`config.mk`:
```
export PLATFORM = sky130hd
export DESIGN_NAME = perf_cnt_ctrl
export DESIGN_NICKNAME = d
export VERILOG_FILES = /design/src/rtl/perf_pkg.sv /design/src/rtl/perf_en_regs.sv /design/src/rtl/perf_counter.sv /design/src/rtl/perf_cnt_ctrl.sv
export SDC_FILE = /design/constraint.sdc
export NUM_CORES = 1
export LEC_CHECK = 0
export BUFFER_PORTS_ARGS = -buffer_cell sky130_fd_sc_hd__clkbuf_2
export CAP_MARGIN = 20
export CORE_MARGIN = 2
export CORE_UTILIZATION = 47
export DETAILED_ROUTE_END_ITERATION = 8
export PLACE_DENSITY = 0.86
export SYNTH_ARGS = -nofsm -noshare
export SYNTH_HDL_FRONTEND = slang
export SYNTH_SLANG_ARGS = --single-unit
```
`constraint.sdc`:
```
create_clock -name clk_i -period 2.3 [get_ports clk_i]
set_clock_uncertainty 0.05 [all_clocks]
set_input_delay 0.345 -clock clk_i [delete_from_list [all_inputs] [get_ports clk_i]]
set_output_delay 0.345 -clock clk_i [all_outputs]
set_load 0.05 [all_outputs]
```
`src/rtl/perf_pkg.sv`:
```
`timescale 1ns/1ps
package perf_pkg;
  localparam int unsigned DATA_W    = 32;
  localparam int unsigned ADDR_W    = 2;
  localparam int unsigned CYC_BIT   = 31;
  localparam logic [ADDR_W-1:0] ADDR_CTRL = 2'd0;
  localparam logic [ADDR_W-1:0] ADDR_SET  = 2'd1;
  localparam logic [ADDR_W-1:0] ADDR_CLR  = 2'd2;
endpackage

```
`src/rtl/perf_en_regs.sv`:
```
`timescale 1ns/1ps
module perf_en_regs
  import perf_pkg::*;
#(
  parameter int unsigned NUM_EVT = 3
) (
  input  logic              clk_i,
  input  logic              rst_ni,
  input  logic              wr_en_i,
  input  logic [ADDR_W-1:0] addr_i,
  input  logic [DATA_W-1:0] wdata_i,
  output logic [DATA_W-1:0] rdata_o,
  output logic [NUM_EVT:0]  en_o,   // [NUM_EVT] = cycle counter
  output logic              gen_o
);
  localparam int unsigned EN_W = NUM_EVT + 1;

  logic [EN_W-1:0] en_q, en_d, wr_mask, set_mask, clr_mask;
  logic            gen_q;
  logic            unused_rsvd;

  // compress data bits onto the stored enable layout
  assign wr_mask     = {wdata_i[CYC_BIT], wdata_i[NUM_EVT-1:0]};
  assign unused_rsvd = ^wdata_i[CYC_BIT-1:NUM_EVT];

  assign set_mask = (wr_en_i && addr_i == ADDR_SET) ? wr_mask : '0;
  assign clr_mask = (wr_en_i && addr_i == ADDR_CLR) ? wr_mask : '0;
  assign en_d     = (en_q | set_mask) & ~clr_mask;  // clear dominates

  always_ff @(posedge clk_i or negedge rst_ni) begin
    if (!rst_ni) begin
      en_q  <= '0;
      gen_q <= 1'b0;
    end else begin
      en_q <= en_d;
      if (wr_en_i && addr_i == ADDR_CTRL) gen_q <= wdata_i[0];
    end
  end

  logic [DATA_W-1:0] view;
  always_comb begin
    view                 = '0;
    view[CYC_BIT]        = en_q[NUM_EVT];
    view[NUM_EVT-1:0]    = en_q[NUM_EVT-1:0];
  end

  always_comb begin
    unique case (addr_i)
      ADDR_CTRL:          rdata_o = {{(DATA_W-1){1'b0}}, gen_q};
      ADDR_SET, ADDR_CLR: rdata_o = view;
      default:            rdata_o = '0;
    endcase
  end

  assign en_o  = en_q;
  assign gen_o = gen_q;
endmodule

```
`src/rtl/perf_counter.sv`:
```
`timescale 1ns/1ps
module perf_counter #(
  parameter int unsigned CNT_W = 32
) (
  input  logic             clk_i,
  input  logic             rst_ni,
  input  logic             inc_i,
  output logic [CNT_W-1:0] cnt_o
);
  localparam logic [CNT_W-1:0] ONE = 1;
  logic [CNT_W-1:0] cnt_q;

  always_ff @(posedge clk_i or negedge rst_ni) begin
    if (!rst_ni)    cnt_q <= '0;
    else if (inc_i) cnt_q <= cnt_q + ONE;  // wraps
  end

  assign cnt_o = cnt_q;
endmodule

```
`src/rtl/perf_cnt_ctrl.sv`:
```
`timescale 1ns/1ps
module perf_cnt_ctrl
  import perf_pkg::*;
#(
  parameter int unsigned NUM_EVT = 3,
  parameter int unsigned CNT_W   = 32
) (
  input  logic                     clk_i,
  input  logic                     rst_ni,
  input  logic                     wr_en_i,
  input  logic [ADDR_W-1:0]        addr_i,
  input  logic [DATA_W-1:0]        wdata_i,
  output logic [DATA_W-1:0]        rdata_o,
  input  logic [NUM_EVT-1:0]       evt_i,
  output logic [CNT_W-1:0]         cyc_cnt_o,
  output logic [NUM_EVT*CNT_W-1:0] evt_cnt_o
);
  logic [NUM_EVT:0] en_q;
  logic             gen_q;

  perf_en_regs #(.NUM_EVT(NUM_EVT)) u_regs (
    .clk_i   (clk_i),
    .rst_ni  (rst_ni),
    .wr_en_i (wr_en_i),
    .addr_i  (addr_i),
    .wdata_i (wdata_i),
    .rdata_o (rdata_o),
    .en_o    (en_q),
    .gen_o   (gen_q)
  );

  perf_counter #(.CNT_W(CNT_W)) u_cyc (
    .clk_i  (clk_i),
    .rst_ni (rst_ni),
    .inc_i  (gen_q & en_q[NUM_EVT]),
    .cnt_o  (cyc_cnt_o)
  );

  for (genvar i = 0; i < NUM_EVT; i++) begin : g_evt
    perf_counter #(.CNT_W(CNT_W)) u_evt (
      .clk_i  (clk_i),
      .rst_ni (rst_ni),
      .inc_i  (gen_q & en_q[i] & evt_i[i]),
      .cnt_o  (evt_cnt_o[i*CNT_W +: CNT_W])
    );
  end
endmodule

```
==> flow_metrics.tcl, run 1 <==
set metrics [dict create \
    post-route-drc-count 0 \
    numCtsBuffers 17 \
    setup_viol 0 \
    grt_max_degree 57 \
    whs_path_depth 2 \
    synth_seq_cells 133 \
    viasPerCell 5.22 \
    gr-total-overflow 0 \
    holdCritStartpoint "wdata_i[31]" \
    antenna_found_initial 0 \
    synth_top_family_by_area "simple AND/OR/NAND/NOR gates" \
    ff2ff_path_depth 5 \
    cts.repair.resized 0 \
    m1WireLength_um 6050 \
    whs_ns 0.0883 \
    core_um2 13100 \
    cts.sinks 133 \
    portBuffers 143 \
    worstPathArrival_ns 2.22 \
    wire_per_inst_um 15.0 \
    post-route-min-period_ns 1.97 \
    worstSkewPairLatency_ns 0.42 \
    fmax_mhz 507 \
    syn_avg_cell_area_um2 11.2 \
    rsz0062_at_grt "no" \
    dieArea_um2 14300 \
    synth_adder_area_share 0.0160 \
    grt_usage 0.204 \
    cts_tree "yes" \
    yosys.area_share.simple 0.224 \
    post-route-util 0.592 \
    wl_met3_um 635 \
    row_count 42 \
    cts_root_buffer "clkbuf_16" \
    ant_nets 0 \
    status "completed" \
    route.met2.wl_um 6950 \
    routed_wl_um 13800 \
    synth.distinct_cells 34 \
    top_layer "met4" \
    end_kind "flop" \
    tns_ns 0 \
    r2r-end "g_evt[2].u_evt.cnt_o[20]" \
    critPathLaunchType "flop" \
    nNetsFinal 780 \
    yosysWarnings 0 \
    gp_congestion 0.790 \
    ys_seq_area_frac 0.531 \
    synthMuxAreaShare 0.00539 \
    final_max_slew_viol_count 0 \
    final_cell_count_no_fill 919 \
    die_y_um 120 \
    netlist_instances 559 \
    grt_pass1_vias 4683 \
    fp.dieW_um 120 \
    max-cap-violations 0 \
    diodes 0 \
    seq_area_um2 3330 \
    drive_gt1_frac 0.272 \
    drt_first_pass_iters 4 \
    r2r_start "u_regs.gen_o" \
    relSlewSlack 0.556 \
    hp-class "in2reg" \
    rrSetupSlack_ns 0.33 \
    ir_drop_mv 0.674 \
    p_leak_nw 3.79 \
    vias 4795 \
    post-route-period-util 0.857 \
    finalHoldViolations 0 \
    critPathRequiredTime_ns 2.55 \
    io_pins 200 \
    tightest_slew_ns 0.661 \
    post_cts.repair.setup_buffers 0 \
    initial_core_util 0.477 \
    areaGrowthSynthToFinish_pct 24.1 \
    multiInputGateArea_um2 2790 \
    initialDrtViolationCount 283 \
    synth_xor_xnor_area_share 0.173 \
    whs_endpoint "u_regs.en_o[3]" \
    cts_max_level 4 \
    clockBufferDepth 2 \
    clkTransAtPathRegs_ns 0.05 \
    cp_max_fo 13 \
    grt_pass1_wl_um 23200 \
    nFillCells 1089 \
    postCtsHoldBufs 1 \
    powerDensity_nw_per_um2 839 \
    synth_area_um2 6270 \
    place_inst 888 \
    critical_path_class "reg2reg" \
    synth_compound_area_frac 0.00918 \
    place_hpwl_um 9980 \
]
[report_power, final]
part           switching (mW)  leakage, nW  internal (mW)
clock                   0.921        0.271           1.63
combinational           0.926         1.70          0.292
sequential              0.251         1.82           2.50
total                    2.10         3.79           4.43
[kinds of logic (layout without fill, tap and decap cells)]
group,count (synthesis),count (layout)
xor gates and xnor gates,124,124
buffers and inverters,41,198
adders and majority gates,8,8
muxes,3,3
other,1,28
and+or+nand+nor,240,240
AOI/OAI and AO/OA,9,9
DFF,133,133
[cell type report]
class,instances,area share
Timing Repair Buffer,161,0.112
Clock buffer,25,0.0611
Tap cell,176,0.0283
Multi-Input combinational cell,412,0.358
Inverter,7,0.00338
Sequential cell,133,0.428
Clock inverter,5,0.00965
[flip-flops by register name (all words and copies together), names as in the netlist]
name	count
g_evt.u_evt.cnt_o	96
u_regs.gen_o	1
u_regs.en_o	4
u_cyc.cnt_o	32
[metrics by stage]
step,power (mW),setup slack [ns],instance area [µm²]
floorplan,3.70,0.0847,6370
global placement,3.99,0.367,7220
detailed placement,4.02,0.333,7220
CTS,6.58,0.281,7780
global route,6.81,0.141,7780
finish,6.53,0.329,7780
[critical path, stage by stage (launching register included)]
cell and delay (ns):
dfrtp_1 0.58, nand4_1 0.35, nor4_4 0.35, buf_4 0.22, nand4_1 0.15, xnor2_1 0.15
[routing by layer]
layer  global-route usage  up-vias
li1                     -     2269
met1                0.267     2385
met2                0.334      126
met3               0.0570       15
met4               0.0588        0
met5                    0        -
[layout by cell type (no fill, tap or decap), types with 6 or more instances in the layout]
cell       count
xnor2_1      102
and4_1        11
xor2_1        22
clkbuf_16     17
nand3_1       50
conb_1        28
and3_1        19
nand4_1       51
buf_4         16
dfrtp_1      133
inv_1          7
and2_1         7
clkbuf_1       6
ha_1           8
a31oi_1        8
nor2_1        15
nand2_1       46
clkbuf_2     142
nor3_1        13
[synthesized netlist by cell type, drive strengths merged]
library cell,instances,area share
nor2,15,0.0090
inv,7,0.0042
or4,1,0.0012
or4b,1,0.0016
dfrtp,133,0.53
conb,1,0.00060
xor2,22,0.031
nor3,14,0.012
mux2,3,0.0054
nand2,46,0.028
or2,2,0.0020
a31oi,8,0.0080
nand4b,3,0.0042
nor3b,2,0.0032
xnor2,102,0.14
a22oi,1,0.0012
clkbuf,5,0.0030
nand3,51,0.041
ha,8,0.016
buf,29,0.034
nor4,12,0.022
and2,7,0.0070
and4,12,0.017
nand4,53,0.055
or3,2,0.0020
and3,19,0.019
[how the worst max path moves through the flow]
| stage | endpoint | slack, ns | from | depth (start not counted) |
|---|---|---|---|---|
| 3_3_place_gp | g_evt[1].u_evt.cnt_o[21] | 0.37 | u_regs.gen_o | 4 |
| 3_5_place_dp | g_evt[2].u_evt.cnt_o[26] | 0.33 | u_regs.gen_o | 5 |
| 6_report | g_evt[2].u_evt.cnt_o[20] | 0.33 | u_regs.gen_o | 5 |
| 2_1_floorplan | g_evt[1].u_evt.cnt_o[21] | 0.08 | g_evt[1].u_evt.cnt_o[8] | 4 |
| 4_1_cts | rdata_o[0] | 0.28 | u_regs.gen_o | 3 |
| 5_1_grt | g_evt[2].u_evt.cnt_o[29] | 0.14 | g_evt[2].u_evt.cnt_o[15] | 4 |
Note: power is estimated with default switching activity, not from simulation.
==> run 2: changes to the inputs <==
Clock period 2.3 ns to 2.15 ns, I/O delays scaled along.
==> flow_metrics.tcl, run 2 (synthesis gave the netlist of run 1 again) <==
set metrics [dict create \
    routed_wl_um 13500 \
    ant_nets 0 \
    final_cell_mix "clkbuf_2, dfrtp_1, xnor2_1" \
    cts_max_level 4 \
    p_leak_nw 3.84 \
    dieArea_um2 14300 \
    post-route-period-util 0.912 \
    end_kind "output port" \
    clockBufferDepth 2 \
    tightest_slew_ns 0.665 \
    clkTransAtPathRegs_ns 0.05 \
    worstSkewPairLatency_ns 0.41 \
    vias 4844 \
    fmax_mhz 510 \
    finalHoldViolations 0 \
    relSlewSlack 0.555 \
    critPathRequiredTime_ns 1.78 \
    cts.sinks 133 \
    largest_register_ff_count 96 \
    p_sw_frac 0.314 \
    status "completed" \
    row_count 42 \
    drive_gt1_frac 0.295 \
    cp_max_fo 13 \
    nNetsFinal 783 \
    initialDrtViolationCount 304 \
    critical_path_class "reg2out" \
    powerDensity_nw_per_um2 935 \
    portBuffers 143 \
    place_hpwl_um 9860 \
    final_max_slew_viol_count 0 \
    io_pins 200 \
    core_um2 13100 \
    p_clk_frac 0.425 \
    pre_cts_ws_ns 0.204 \
    max-cap-violations 0 \
    gp_congestion 0.811 \
    viasPerCell 5.24 \
    wire_per_inst_um 14.6 \
    power_frac_seq 0.398 \
    antenna_found_initial 0 \
    grt_max_degree 46 \
    grt_usage 0.198 \
    tns_ns 0 \
    critPathLaunchType "flop" \
    initial_core_util 0.477 \
    diodes 0 \
    fin_ws_ns 0.190 \
    grt_pass1_vias 4538 \
    cts_tree "yes" \
    setup_viol 0 \
    fp.dieW_um 120 \
    netSwitchingPower_mw 2.32 \
    total_power_mw 7.40 \
    gr-total-overflow 0 \
    ir_drop_mv 0.858 \
    post-route-min-period_ns 1.96 \
    mostFrequentLayoutCell "clkbuf_2" \
    cts.repair.resized 0 \
    internal_power_mw 5.08 \
    cts_root_buffer "clkbuf_16" \
    drt_first_pass_iters 4 \
    numCtsBuffers 17 \
    post-route-drc-count 0 \
    worstPathArrival_ns 1.59 \
    dpl_cell_area_um2 7260 \
    areaGrowthSynthToFinish_pct 26.3 \
    rsz0062_at_grt "no" \
    die_y_um 120 \
    grt_pass1_wl_um 22600 \
    combPwrFrac 0.176 \
    final_area_um2 7920 \
    hp-class "in2reg" \
]
-- run 2: changes by cell type in the layout (fill, tap and decap cells not counted), moves of 2 or more --
cell       before  now
clkinv_4        0    2
clkbuf_1        6    1
dfrtp_1       133  124
buf_4          16   19
dfrtp_2         0    9
bufinv_16       2    5
-- run 2: cell type report --
cell class / count / area, µm²
clock buffers: 19 / 443
flip-flops and latches: 133 / 3340
clock inverters: 13 / 204
fillers: 1098 / 5220
well taps: 176 / 220
repair buffers: 164 / 903
inverters: 7 / 26.3
multi-input cells: 412 / 2790
-- run 2: metrics by stage --
| step | hold slack [ns] | cells | util |
|---|---|---|---|
| CTS | 0.0432 | 924 | 0.603 |
| global placement | 0.262 | 891 | 0.553 |
| finish | 0.0624 | 924 | 0.603 |
| global route | 0.0647 | 924 | 0.603 |
| detailed placement | 0.265 | 891 | 0.553 |
| floorplan | -0.0231 | 586 | - |
-- run 2: power by group through the flow --
stage / registers, mW / clock network [mW] / logic (mW)
finish: 2.95 / 3.15 / 1.31
global placement: 2.98 / 0 / 1.29
detailed placement: 2.99 / 0 / 1.31
CTS: 2.95 / 3.20 / 1.32
global route: 2.99 / 3.31 / 1.39
floorplan: 3.46 / 0 / 0.500
-- run 2: metal layers --
metal  share of wire  vias to the layer above  track usage
li1                -                     2283            -
met1            0.44                     2389        0.267
met2            0.49                      141        0.308
met3           0.043                       31       0.0456
met4           0.026                        0       0.0875
met5               0                        -            0
-- run 2: timing repair --
item,4_1_cts,5_1_grt
hold buffers,1,0
hold endpoints to repair,32,0
setup buffers,0,0
-- run 2: worst max-delay path: stages (launching register included) --
cell and delay (ns):
dfrtp_1 0.61, a22oi_1 0.17, nor2_1 0.11, clkbuf_2 0.29
-- run 2: worst paths after layout --
check                                          from                        to  slack (ns)  cells after the start
max                                    u_regs.gen_o                rdata_o[0]        0.19                      3
min reg2reg                g_evt[0].u_evt.cnt_o[31]  g_evt[0].u_evt.cnt_o[31]        0.42                      1
min in group asynchronous                    rst_ni           u_cyc.cnt_o[14]        0.37                      2
min                                      wdata_i[2]            u_regs.en_o[2]        0.06                      2
max reg2reg                            u_regs.gen_o  g_evt[1].u_evt.cnt_o[21]        0.19                      4
max in group asynchronous                    rst_ni   g_evt[1].u_evt.cnt_o[5]        1.07                      3
==> run 3: changes to the inputs <==
Settings changed: CELL_PAD_IN_SITES_DETAIL_PLACEMENT from default to 1, CELL_PAD_IN_SITES_GLOBAL_PLACEMENT from default to 1, CORE_UTILIZATION 47 to 39, PLACE_DENSITY 0.86 to 0.91.
==> flow_metrics.tcl, run 3 (synthesis gave the netlist of run 1 again) <==
set metrics [dict create \
    post-route-min-period_ns 1.87 \
    diodes 0 \
    vias 4930 \
    cts_tree "yes" \
    ir_drop_mv 0.688 \
    cts.sinks 133 \
    combPwrFrac 0.180 \
    fp.dieW_um 131 \
    portBuffers 143 \
    netSwitchingPower_mw 2.35 \
    critPathRequiredTime_ns 1.78 \
    final_max_slew_viol_count 0 \
    clockBufferDepth 2 \
    tns_ns 0 \
    finalHoldViolations 0 \
    total_power_mw 7.35 \
    critPathLaunchType "flop" \
    internal_power_mw 5.00 \
    gr-total-overflow 0 \
    p_sw_frac 0.320 \
    largest_register_ff_count 96 \
    rsz0062_at_grt "no" \
    drive_gt1_frac 0.292 \
    grt_max_degree 52 \
    relSlewSlack 0.562 \
    routed_wl_um 16000 \
    row_count 46 \
    max-cap-violations 0 \
    die_y_um 131 \
    final_cell_mix "clkbuf_2, dfrtp_1, xnor2_1" \
    gp_congestion 0.747 \
    worstSkewPairLatency_ns 0.41 \
    hp-class "in2reg" \
    areaGrowthSynthToFinish_pct 26.6 \
    final_area_um2 7940 \
    p_leak_nw 3.82 \
    end_kind "output port" \
    fmax_mhz 534 \
    drt_first_pass_iters 4 \
    clkTransAtPathRegs_ns 0.06 \
    tightest_slew_ns 0.654 \
    power_frac_seq 0.403 \
    post-route-period-util 0.871 \
    grt_pass1_wl_um 26400 \
    status "completed" \
    viasPerCell 5.12 \
    critical_path_class "reg2out" \
    nFillCells 1781 \
    io_pins 200 \
    post-route-drc-count 0 \
    fin_ws_ns 0.278 \
    grt_usage 0.196 \
    numCtsBuffers 17 \
    place_hpwl_um 11800 \
    antenna_found_initial 0 \
    dieArea_um2 17100 \
    setup_viol 0 \
    grt_pass1_vias 5161 \
    initialDrtViolationCount 180 \
    worstPathArrival_ns 1.50 \
    wire_per_inst_um 16.6 \
    powerDensity_nw_per_um2 926 \
    nNetsFinal 782 \
    pre_cts_ws_ns 0.139 \
    cts_max_level 4 \
    mostFrequentLayoutCell "clkbuf_2" \
    initial_core_util 0.396 \
    core_um2 15800 \
    cp_max_fo 13 \
    ant_nets 0 \
    p_clk_frac 0.417 \
    dpl_cell_area_um2 7310 \
    cts_root_buffer "clkbuf_16" \
]
[run 3: changes by cell type in the layout (fill, tap and decap cells not counted), sizes merged]
| cell | previous run | this run |
|---|---|---|
| clkbuf | 161 | 165 |
| clkinv | 6 | 3 |
| buf | 21 | 20 |
| bufinv | 5 | 4 |
| clkinvlp | 1 | 2 |
| inv | 8 | 7 |
[run 3: power groups by stage]
stage          registers [mW]  clock network, mW  logic (mW)
3_5_place_dp             3.00                  0        1.33
4_1_cts                  2.96               3.14        1.34
6_report                 2.96               3.07        1.32
2_1_floorplan            3.46                  0       0.500
5_1_grt                  3.00               3.23        1.42
3_3_place_gp             2.99                  0        1.29
[run 3: routing by layer]
metal  GRT usage  wire (µm)  vias to the layer above
li1            -          -                     2276
met1       0.239       6900                     2529
met4      0.0632        232                        0
met2       0.348       8280                      106
met3      0.0391        559                       19
met5           0          0                        -
[run 3: path summary, 6_finish.rpt]
kind,start,endpoint,slack [ns],cells after the start
setup / recovery,u_regs.gen_o,rdata_o[0],0.28,3
hold / removal,wdata_i[1],u_regs.en_o[1],0.07,2
setup reg to reg,g_evt[1].u_evt.cnt_o[0],g_evt[1].u_evt.cnt_o[12],0.31,5
hold reg to reg,g_evt[0].u_evt.cnt_o[31],g_evt[0].u_evt.cnt_o[31],0.42,1
max in group asynchronous,rst_ni,u_cyc.cnt_o[29],1.03,3
min in group asynchronous,rst_ni,g_evt[0].u_evt.cnt_o[12],0.38,2
[run 3: per-stage QoR]
step,hold WS (ns),instances,util
final,0.0743,963,0.502
after global routing,0.0777,963,0.502
after CTS,0.0571,963,0.502
after detailed placement,0.239,930,0.462
after global placement,0.237,930,0.462
after floorplan,-0.0231,586,-
[run 3: worst max-delay path, stage by stage, from the launching register on]
cell      delay [ns]
dfrtp_2         0.52
a22oi_1         0.14
nor2_1          0.14
clkbuf_2        0.30
[run 3: cell type report]
type / count / area (µm²) / area share
flip-flops and latches: 133 / 3340 / 0.421
multi-input cells: 412 / 2790 / 0.351
repair buffers: 163 / 900 / 0.113
clock buffers: 23 / 468 / 0.0589
well taps: 216 / 270 / 0.0340
clock inverters: 9 / 150 / 0.0189
inverters: 7 / 26.3 / 0.00331
[run 3: what timing repair did]
item | CTS | global route
hold buffers | 1 | 0
buffers inserted | 0 | 0
gates resized for setup | 0 | 1
endpoints found under the setup margin | 0 | 1
hold endpoints to repair | 44 | 0
